### config.mk
export PLATFORM = sky130hd
export DESIGN_NAME = pwrseq_ctrl
export DESIGN_NICKNAME = d
export VERILOG_FILES = /design/src/rtl/pwrseq_pkg.sv /design/src/rtl/pwrseq_fsm.sv /design/src/rtl/pwrseq_wake.sv /design/src/rtl/pwrseq_ctl.sv /design/src/rtl/pwrseq_ctrl.sv
export SDC_FILE = /design/constraint.sdc
export NUM_CORES = 1
export LEC_CHECK = 0
export BUFFER_PORTS_ARGS = -buffer_cell sky130_fd_sc_hd__buf_2
export CAP_MARGIN = 20
export CORE_MARGIN = 1.5
export CORE_UTILIZATION = 25
export DETAILED_ROUTE_END_ITERATION = 8
export MAX_ROUTING_LAYER = met4
export PLACE_DENSITY = 0.52
export SLEW_MARGIN = 30
export SYNTH_ARGS = -nofsm -noshare
export SYNTH_HDL_FRONTEND = slang
export SYNTH_SLANG_ARGS = --single-unit
export TNS_END_PERCENT = 100
### constraint.sdc
create_clock -name clk -period 1.4 [get_ports clk]
set_input_delay 0.21 -clock clk [delete_from_list [all_inputs] [get_ports clk]]
set_output_delay 0.21 -clock clk [all_outputs]
set_load 0.005 [all_outputs]
### src/rtl/pwrseq_pkg.sv
package pwrseq_pkg;

  typedef enum logic [2:0] {
    PS_RUN       = 3'd0,
    PS_SLEEP     = 3'd1,
    PS_STOP      = 3'd2,
    PS_STOP_WAKE = 3'd3,
    PS_STANDBY   = 3'd4,
    PS_SB_RST    = 3'd5
  } pstate_e;

  localparam logic [1:0] REG_MAIN = 2'b00;
  localparam logic [1:0] REG_LP   = 2'b01;
  localparam logic [1:0] REG_OFF  = 2'b10;

  localparam logic [2:0] WC_NONE  = 3'd0;
  localparam logic [2:0] WC_IRQ   = 3'd1;
  localparam logic [2:0] WC_EXTI  = 3'd2;
  localparam logic [2:0] WC_WKPIN = 3'd3;
  localparam logic [2:0] WC_RTC   = 3'd4;
  localparam logic [2:0] WC_IWDG  = 3'd5;
  localparam logic [2:0] WC_XRST  = 3'd6;

  typedef struct packed {
    logic       cpu;
    logic       core;
    logic       pll;
    logic       hsi;
    logic       hse;
    logic [1:0] regm;
    logic       pwr;
    logic       rst;
  } ctl_t;

endpackage

### src/rtl/pwrseq_fsm.sv
module pwrseq_fsm
  import pwrseq_pkg::*;
#(
  parameter int RST_CYCLES = 8
) (
  input  logic    clk,
  input  logic    rst,
  input  logic    wfi,
  input  logic    req_deep,
  input  logic    req_pdown,
  input  logic    req_lpreg,
  input  logic    hsi_ready,
  input  logic    wake_hit,
  output pstate_e st_q,
  output pstate_e st_d,
  output logic    lp_d
);
  localparam int CW = $clog2(RST_CYCLES + 1);
  localparam logic [CW-1:0] CNT_LOAD = CW'(RST_CYCLES - 1);

  logic          lp_q;
  logic [CW-1:0] cnt_q, cnt_d;

  always_comb begin
    st_d  = st_q;
    lp_d  = lp_q;
    cnt_d = cnt_q;
    unique case (st_q)
      PS_RUN: begin
        if (wfi) begin
          if (!req_deep) begin
            st_d = PS_SLEEP;
          end else if (!req_pdown) begin
            st_d = PS_STOP;
            lp_d = req_lpreg;
          end else begin
            st_d = PS_STANDBY;
          end
        end
      end
      PS_SLEEP:     if (wake_hit) st_d = PS_RUN;
      PS_STOP:      if (wake_hit) begin
                      st_d = PS_STOP_WAKE;
                      lp_d = 1'b0;
                    end
      PS_STOP_WAKE: if (hsi_ready) st_d = PS_RUN;
      PS_STANDBY:   if (wake_hit) begin
                      st_d  = PS_SB_RST;
                      cnt_d = CNT_LOAD;
                    end
      PS_SB_RST: begin
        if (cnt_q == '0) st_d = PS_RUN;
        else             cnt_d = cnt_q - 1'b1;
      end
      default: st_d = PS_RUN;
    endcase
  end

  always_ff @(posedge clk) begin
    if (rst) begin
      st_q  <= PS_RUN;
      lp_q  <= 1'b0;
      cnt_q <= '0;
    end else begin
      st_q  <= st_d;
      lp_q  <= lp_d;
      cnt_q <= cnt_d;
    end
  end

endmodule

### src/rtl/pwrseq_wake.sv
module pwrseq_wake
  import pwrseq_pkg::*;
#(
  parameter int NUM_EXT = 16
) (
  input  logic               clk,
  input  logic               rst,
  input  pstate_e            st_q,
  input  logic               irq_any,
  input  logic [NUM_EXT-1:0] ext_lines,
  input  logic               pvd_out,
  input  logic               rtc_alarm,
  input  logic               usb_wake,
  input  logic               wkup_pin,
  input  logic               iwdg_rst,
  input  logic               ext_rst,
  input  logic               sbf_clr,
  output logic               wake_hit,
  output logic [2:0]         wake_cause,
  output logic               standby_flag
);
  localparam int NSTOP = NUM_EXT + 3;

  logic [NSTOP-1:0] stop_vec;
  logic             wk_prev;
  logic             wk_rise;
  logic [2:0]       cause_d;

  genvar gi;
  generate
    for (gi = 0; gi < NUM_EXT; gi++) begin : g_ext
      assign stop_vec[gi] = ext_lines[gi];
    end
  endgenerate
  assign stop_vec[NUM_EXT]   = pvd_out;
  assign stop_vec[NUM_EXT+1] = rtc_alarm;
  assign stop_vec[NUM_EXT+2] = usb_wake;

  assign wk_rise = wkup_pin & ~wk_prev;

  always_comb begin
    wake_hit = 1'b0;
    cause_d  = WC_NONE;
    unique case (st_q)
      PS_SLEEP: if (irq_any) begin
        wake_hit = 1'b1;
        cause_d  = WC_IRQ;
      end
      PS_STOP: if (|stop_vec) begin
        wake_hit = 1'b1;
        cause_d  = WC_EXTI;
      end
      PS_STANDBY: begin
        if (ext_rst) begin
          wake_hit = 1'b1;
          cause_d  = WC_XRST;
        end else if (iwdg_rst) begin
          wake_hit = 1'b1;
          cause_d  = WC_IWDG;
        end else if (wk_rise) begin
          wake_hit = 1'b1;
          cause_d  = WC_WKPIN;
        end else if (rtc_alarm) begin
          wake_hit = 1'b1;
          cause_d  = WC_RTC;
        end
      end
      default: ;
    endcase
  end

  always_ff @(posedge clk) begin
    if (rst) begin
      wk_prev      <= 1'b1;
      wake_cause   <= WC_NONE;
      standby_flag <= 1'b0;
    end else begin
      wk_prev <= wkup_pin;
      if (wake_hit) wake_cause <= cause_d;
      if (wake_hit && st_q == PS_STANDBY) standby_flag <= 1'b1;
      else if (sbf_clr)                   standby_flag <= 1'b0;
    end
  end

endmodule

### src/rtl/pwrseq_ctl.sv
module pwrseq_ctl
  import pwrseq_pkg::*;
(
  input  logic    clk,
  input  logic    rst,
  input  pstate_e st_d,
  input  logic    lp_d,
  output ctl_t    ctl_q,
  output pstate_e st_out
);
  function automatic ctl_t decode(pstate_e s, logic lp);
    ctl_t c;
    c = '{cpu:1'b1, core:1'b1, pll:1'b1, hsi:1'b1, hse:1'b1,
          regm:REG_MAIN, pwr:1'b1, rst:1'b0};
    unique case (s)
      PS_RUN: ;
      PS_SLEEP: c.cpu = 1'b0;
      PS_STOP: begin
        c = '{cpu:1'b0, core:1'b0, pll:1'b0, hsi:1'b0, hse:1'b0,
              regm:(lp ? REG_LP : REG_MAIN), pwr:1'b1, rst:1'b0};
      end
      PS_STOP_WAKE: begin
        c = '{cpu:1'b0, core:1'b0, pll:1'b0, hsi:1'b1, hse:1'b0,
              regm:REG_MAIN, pwr:1'b1, rst:1'b0};
      end
      PS_STANDBY: begin
        c = '{cpu:1'b0, core:1'b0, pll:1'b0, hsi:1'b0, hse:1'b0,
              regm:REG_OFF, pwr:1'b0, rst:1'b0};
      end
      PS_SB_RST: begin
        c = '{cpu:1'b0, core:1'b1, pll:1'b0, hsi:1'b1, hse:1'b0,
              regm:REG_MAIN, pwr:1'b1, rst:1'b1};
      end
      default: ;
    endcase
    return c;
  endfunction

  always_ff @(posedge clk) begin
    if (rst) begin
      ctl_q  <= decode(PS_RUN, 1'b0);
      st_out <= PS_RUN;
    end else begin
      ctl_q  <= decode(st_d, lp_d);
      st_out <= st_d;
    end
  end

endmodule

### src/rtl/pwrseq_ctrl.sv
module pwrseq_ctrl
  import pwrseq_pkg::*;
#(
  parameter int NUM_EXT    = 16,
  parameter int RST_CYCLES = 8
) (
  input  logic               clk,
  input  logic               rst,
  input  logic               wfi,
  input  logic               req_deep,
  input  logic               req_pdown,
  input  logic               req_lpreg,
  input  logic               irq_any,
  input  logic [NUM_EXT-1:0] ext_lines,
  input  logic               pvd_out,
  input  logic               rtc_alarm,
  input  logic               usb_wake,
  input  logic               wkup_pin,
  input  logic               iwdg_rst,
  input  logic               ext_rst,
  input  logic               hsi_ready,
  input  logic               sbf_clr,
  output logic               cpu_clk_en,
  output logic               core_clk_en,
  output logic               pll_en,
  output logic               hsi_en,
  output logic               hse_en,
  output logic [1:0]         reg_mode,
  output logic               core_pwr_en,
  output logic               sys_rst,
  output logic [2:0]         pm_state,
  output logic [2:0]         wake_cause,
  output logic               standby_flag
);
  pstate_e st_q, st_d, st_out;
  logic    lp_d;
  logic    wake_hit;
  ctl_t    ctl_q;

  pwrseq_fsm #(.RST_CYCLES(RST_CYCLES)) u_fsm (
    .clk(clk), .rst(rst), .wfi(wfi), .req_deep(req_deep),
    .req_pdown(req_pdown), .req_lpreg(req_lpreg), .hsi_ready(hsi_ready),
    .wake_hit(wake_hit), .st_q(st_q), .st_d(st_d), .lp_d(lp_d)
  );

  pwrseq_wake #(.NUM_EXT(NUM_EXT)) u_wake (
    .clk(clk), .rst(rst), .st_q(st_q), .irq_any(irq_any),
    .ext_lines(ext_lines), .pvd_out(pvd_out), .rtc_alarm(rtc_alarm),
    .usb_wake(usb_wake), .wkup_pin(wkup_pin), .iwdg_rst(iwdg_rst),
    .ext_rst(ext_rst), .sbf_clr(sbf_clr), .wake_hit(wake_hit),
    .wake_cause(wake_cause), .standby_flag(standby_flag)
  );

  pwrseq_ctl u_ctl (
    .clk(clk), .rst(rst), .st_d(st_d), .lp_d(lp_d),
    .ctl_q(ctl_q), .st_out(st_out)
  );

  assign cpu_clk_en  = ctl_q.cpu;
  assign core_clk_en = ctl_q.core;
  assign pll_en      = ctl_q.pll;
  assign hsi_en      = ctl_q.hsi;
  assign hse_en      = ctl_q.hse;
  assign reg_mode    = ctl_q.regm;
  assign core_pwr_en = ctl_q.pwr;
  assign sys_rst     = ctl_q.rst;
  assign pm_state    = st_out;

endmodule

==> flow_summary.json <==
{
  "p_per_area_mw_per_mm2": 911,
  "rsz0062_at_grt": "yes",
  "synth_top_area_frac": 0.419,
  "yosysSeqAreaShare": 0.419,
  "yosysWarnings": 0,
  "setup_violations": 17,
  "maxSlewViolCount": 0,
  "dr_total_vias": 1050,
  "synthArstFlopShare": 0,
  "antenna_found_initial": 0,
  "synth_top_cells_by_count": "dfxtp_1 (21), inv_1 (8), nor2_1 (6), nor3_1 (6), a21oi_1 (5)",
  "irDropWorstVdd_mv": 0.308,
  "p_total_w": 0.00149,
  "cpMaxStageDelayCell": "or3b_4",
  "nets": 205,
  "end_kind": "flip-flop",
  "cts_sinks": 21,
  "grt-busiest-layer": "met2",
  "ys.flop_type": "dfxtp_1",
  "drive_above_1_share": 0.645,
  "relSlewSlack": 0.675,
  "n_fill_cell": 383,
  "core_sq_mm": 0.00374,
  "drt_iter0_drc": 19,
  "drt-vias-per-instance": 4.77,
  "violations": "setup timing",
  "multi_input_area_sq_um": 657,
  "syn_area_sq_mm": 0.00100,
  "start_util": 0.268,
  "overflow": 0,
  "worstMarginPinSlew_ps": 484,
  "port_buffers": 46,
  "finish.utilization": 0.438,
  "cts_root_buffer": "clkbuf_8",
  "cts_hold_buf": 0,
  "setup_ws_ps": -208,
  "num_antenna_cells": 0,
  "final_hold_viol_count": 0,
  "clock.fmax_mhz": 622,
  "syn2layout_area_growth_pct": 63.7,
  "first_pass_iters": 4,
  "leakage_nw": 0.734,
  "num_io_pins": 47,
  "grt_use_met3": 0.0153,
  "use_met2": 0.251,
  "cts_buffer_depth": 2,
  "syn-num-nets": 134,
  "worstPathRequired_ps": 1610,
  "clk_latency_ps": 260,
  "synth_area_leaders": "dfxtp_1 (42%), nor3_1 (3.0%), inv_1 (3.0%), a31o_2 (2.6%), a21oi_1 (2.5%)",
  "clk_pin_slew_ps": 80,
  "finalCritPeriodShare": 1.15,
  "outcome": "complete, but fails checks",
  "worstSetupPathType": "reg2reg",
  "yosysMostFrequentCell": "dfxtp_1",
  "grt_start_max_net_pins": 16,
  "hpwl_um": 2060,
  "synth_cell_types": 44,
  "holdCritPathClass": "in2reg",
  "rows": 22,
  "fp.dieW_um": 66.3,
  "cts_tree": "done",
  "drc": 0,
  "track_usage": 0.144,
  "numCtsBuffers": 3,
  "cap_viol_max_count": 0,
  "finClkSkew_ps": 2.33,
  "avgSynthCellArea_sq_um": 9.83,
  "max_stage_delay_ps": 390,
  "wl_per_cell_um": 12.9,
  "ys_seq_elements": 21,
  "yosysTopAreaCell": "dfxtp_1",
  "seqCellArea_sq_um": 432,
  "synthCells": 102,
  "die_y_um": 66.3,
  "cp_max_fo": 8,
  "crit_chain": "inv_2, ha_4, or3b_4, and3_4, a31oi_4, and4_1",
  "h-tree-depth": 1,
  "critPathLaunchType": "flip-flop",
  "gp_congestion": 0.732,
  "grt_pass1_wl_um": 4690,
  "grt_pass1_vias": 1087,
  "die_area_sq_mm": 0.00440,
  "routed_wirelength_um": 2840,
  "critical_path_arrival_ps": 1820,
  "post-route-min-period_ps": 1610,
  "met1_usage": 0.166,
  "postRouteAntennaNets": 0,
  "synth_edf_count": 0
}
-- routing by layer --
metal | vias up | part of all wire
li1 | 524 | -
met1 | 491 | 0.45
met2 | 33 | 0.50
met3 | 2 | 0.039
met4 | 0 | 0.0095
met5 | - | 0
-- state kept, by name, indices dropped and copies added, names as in the netlist --
register	flops
u_fsm.cnt_q	4
u_wake.standby_flag	1
u_ctl.ctl_q	8
u_fsm.st_q	3
u_fsm.lp_q	1
u_wake.wk_prev	1
u_wake.wake_cause	3
-- cell usage in the layout, fill, tap and decap left out, drive strengths merged, types with 4 or more instances in the layout --
cell and count:
buf 68, nor2 6, a31oi 4, nor4 4
nor3 9, and3 4, inv 8, dfxtp 21
a21oi 7
-- critical path: cells and delay by family (launching register included) --
kind                       cells  cell delay, ps
DFF                            1             330
AOI/OAI and AO/OA              1             250
adders and majority gates      1             130
and+or+nand+nor                3             790
buffers and inverters          1              60
-- cells by family (layout without fill, tap and decap cells) --
| kind of cell | count (synthesis) | in the layout | synth area share |
|---|---|---|---|
| compound gates | 27 | 27 | 0.218 |
| mux | 1 | 1 | 0.0150 |
| simple gates | 40 | 41 | 0.273 |
| fa+ha+maj | 1 | 1 | 0.0125 |
| xor+xnor | 1 | 1 | 0.00874 |
| flops | 21 | 21 | 0.419 |
| buf+inv | 11 | 80 | 0.0524 |
-- per-stage QoR --
stage | hold WS, ps | area, sq um | setup TNS, ps | setup WS [ps] | instances
2_1_floorplan | 285 | 1050 | -670 | -92.9 | 102
3_3_place_gp | 415 | 1450 | -1340 | -139 | 210
3_5_place_dp | 423 | 1450 | -1710 | -175 | 210
4_1_cts | 143 | 1610 | -1950 | -196 | 219
5_1_grt | 153 | 1640 | -3150 | -284 | 220
6_report | 149 | 1640 | -2020 | -208 | 220
-- power breakdown --
part	switching (W)	internal [W]
Clock	0.000206	0.000198
Sequential	0.0000255	0.000646
Combinational	0.000194	0.000226
-- worst paths after layout --
check / slack (ps) / to / startpoint / cells after the start
max: -210 / u_ctl.ctl_q[2]$_SDFF_PP0_ / u_fsm.cnt_q[1]$_SDFFE_PP0P_ / 6
min: 150 / u_wake.wk_prev$_SDFF_PP1_ / wkup_pin / 2
max reg2reg: -210 / u_ctl.ctl_q[2]$_SDFF_PP0_ / u_fsm.cnt_q[1]$_SDFFE_PP0P_ / 6
min reg2reg: 500 / u_wake.standby_flag$_SDFFE_PP0P_ / u_wake.standby_flag$_SDFFE_PP0P_ / 2
-- cell type report --
cell class              count  area share
inverters                   8      0.0183
well taps                  48      0.0366
multi-input cells          71       0.400
repair buffers             68       0.253
clock buffers               3      0.0252
flip-flops and latches     21       0.263
clock inverters             1     0.00305
-- what timing repair did --
item | 4_1_cts | 5_1_grt
pin swaps | 7 | 2
resized for setup | 13 | 5
endpoints found under the setup margin | 16 | 19
buffers inserted | 4 | 1
hold endpoints to repair | 0 | 0
cloned | 1 | 0
No activity file was read; power rests on OpenSTA's default activity.
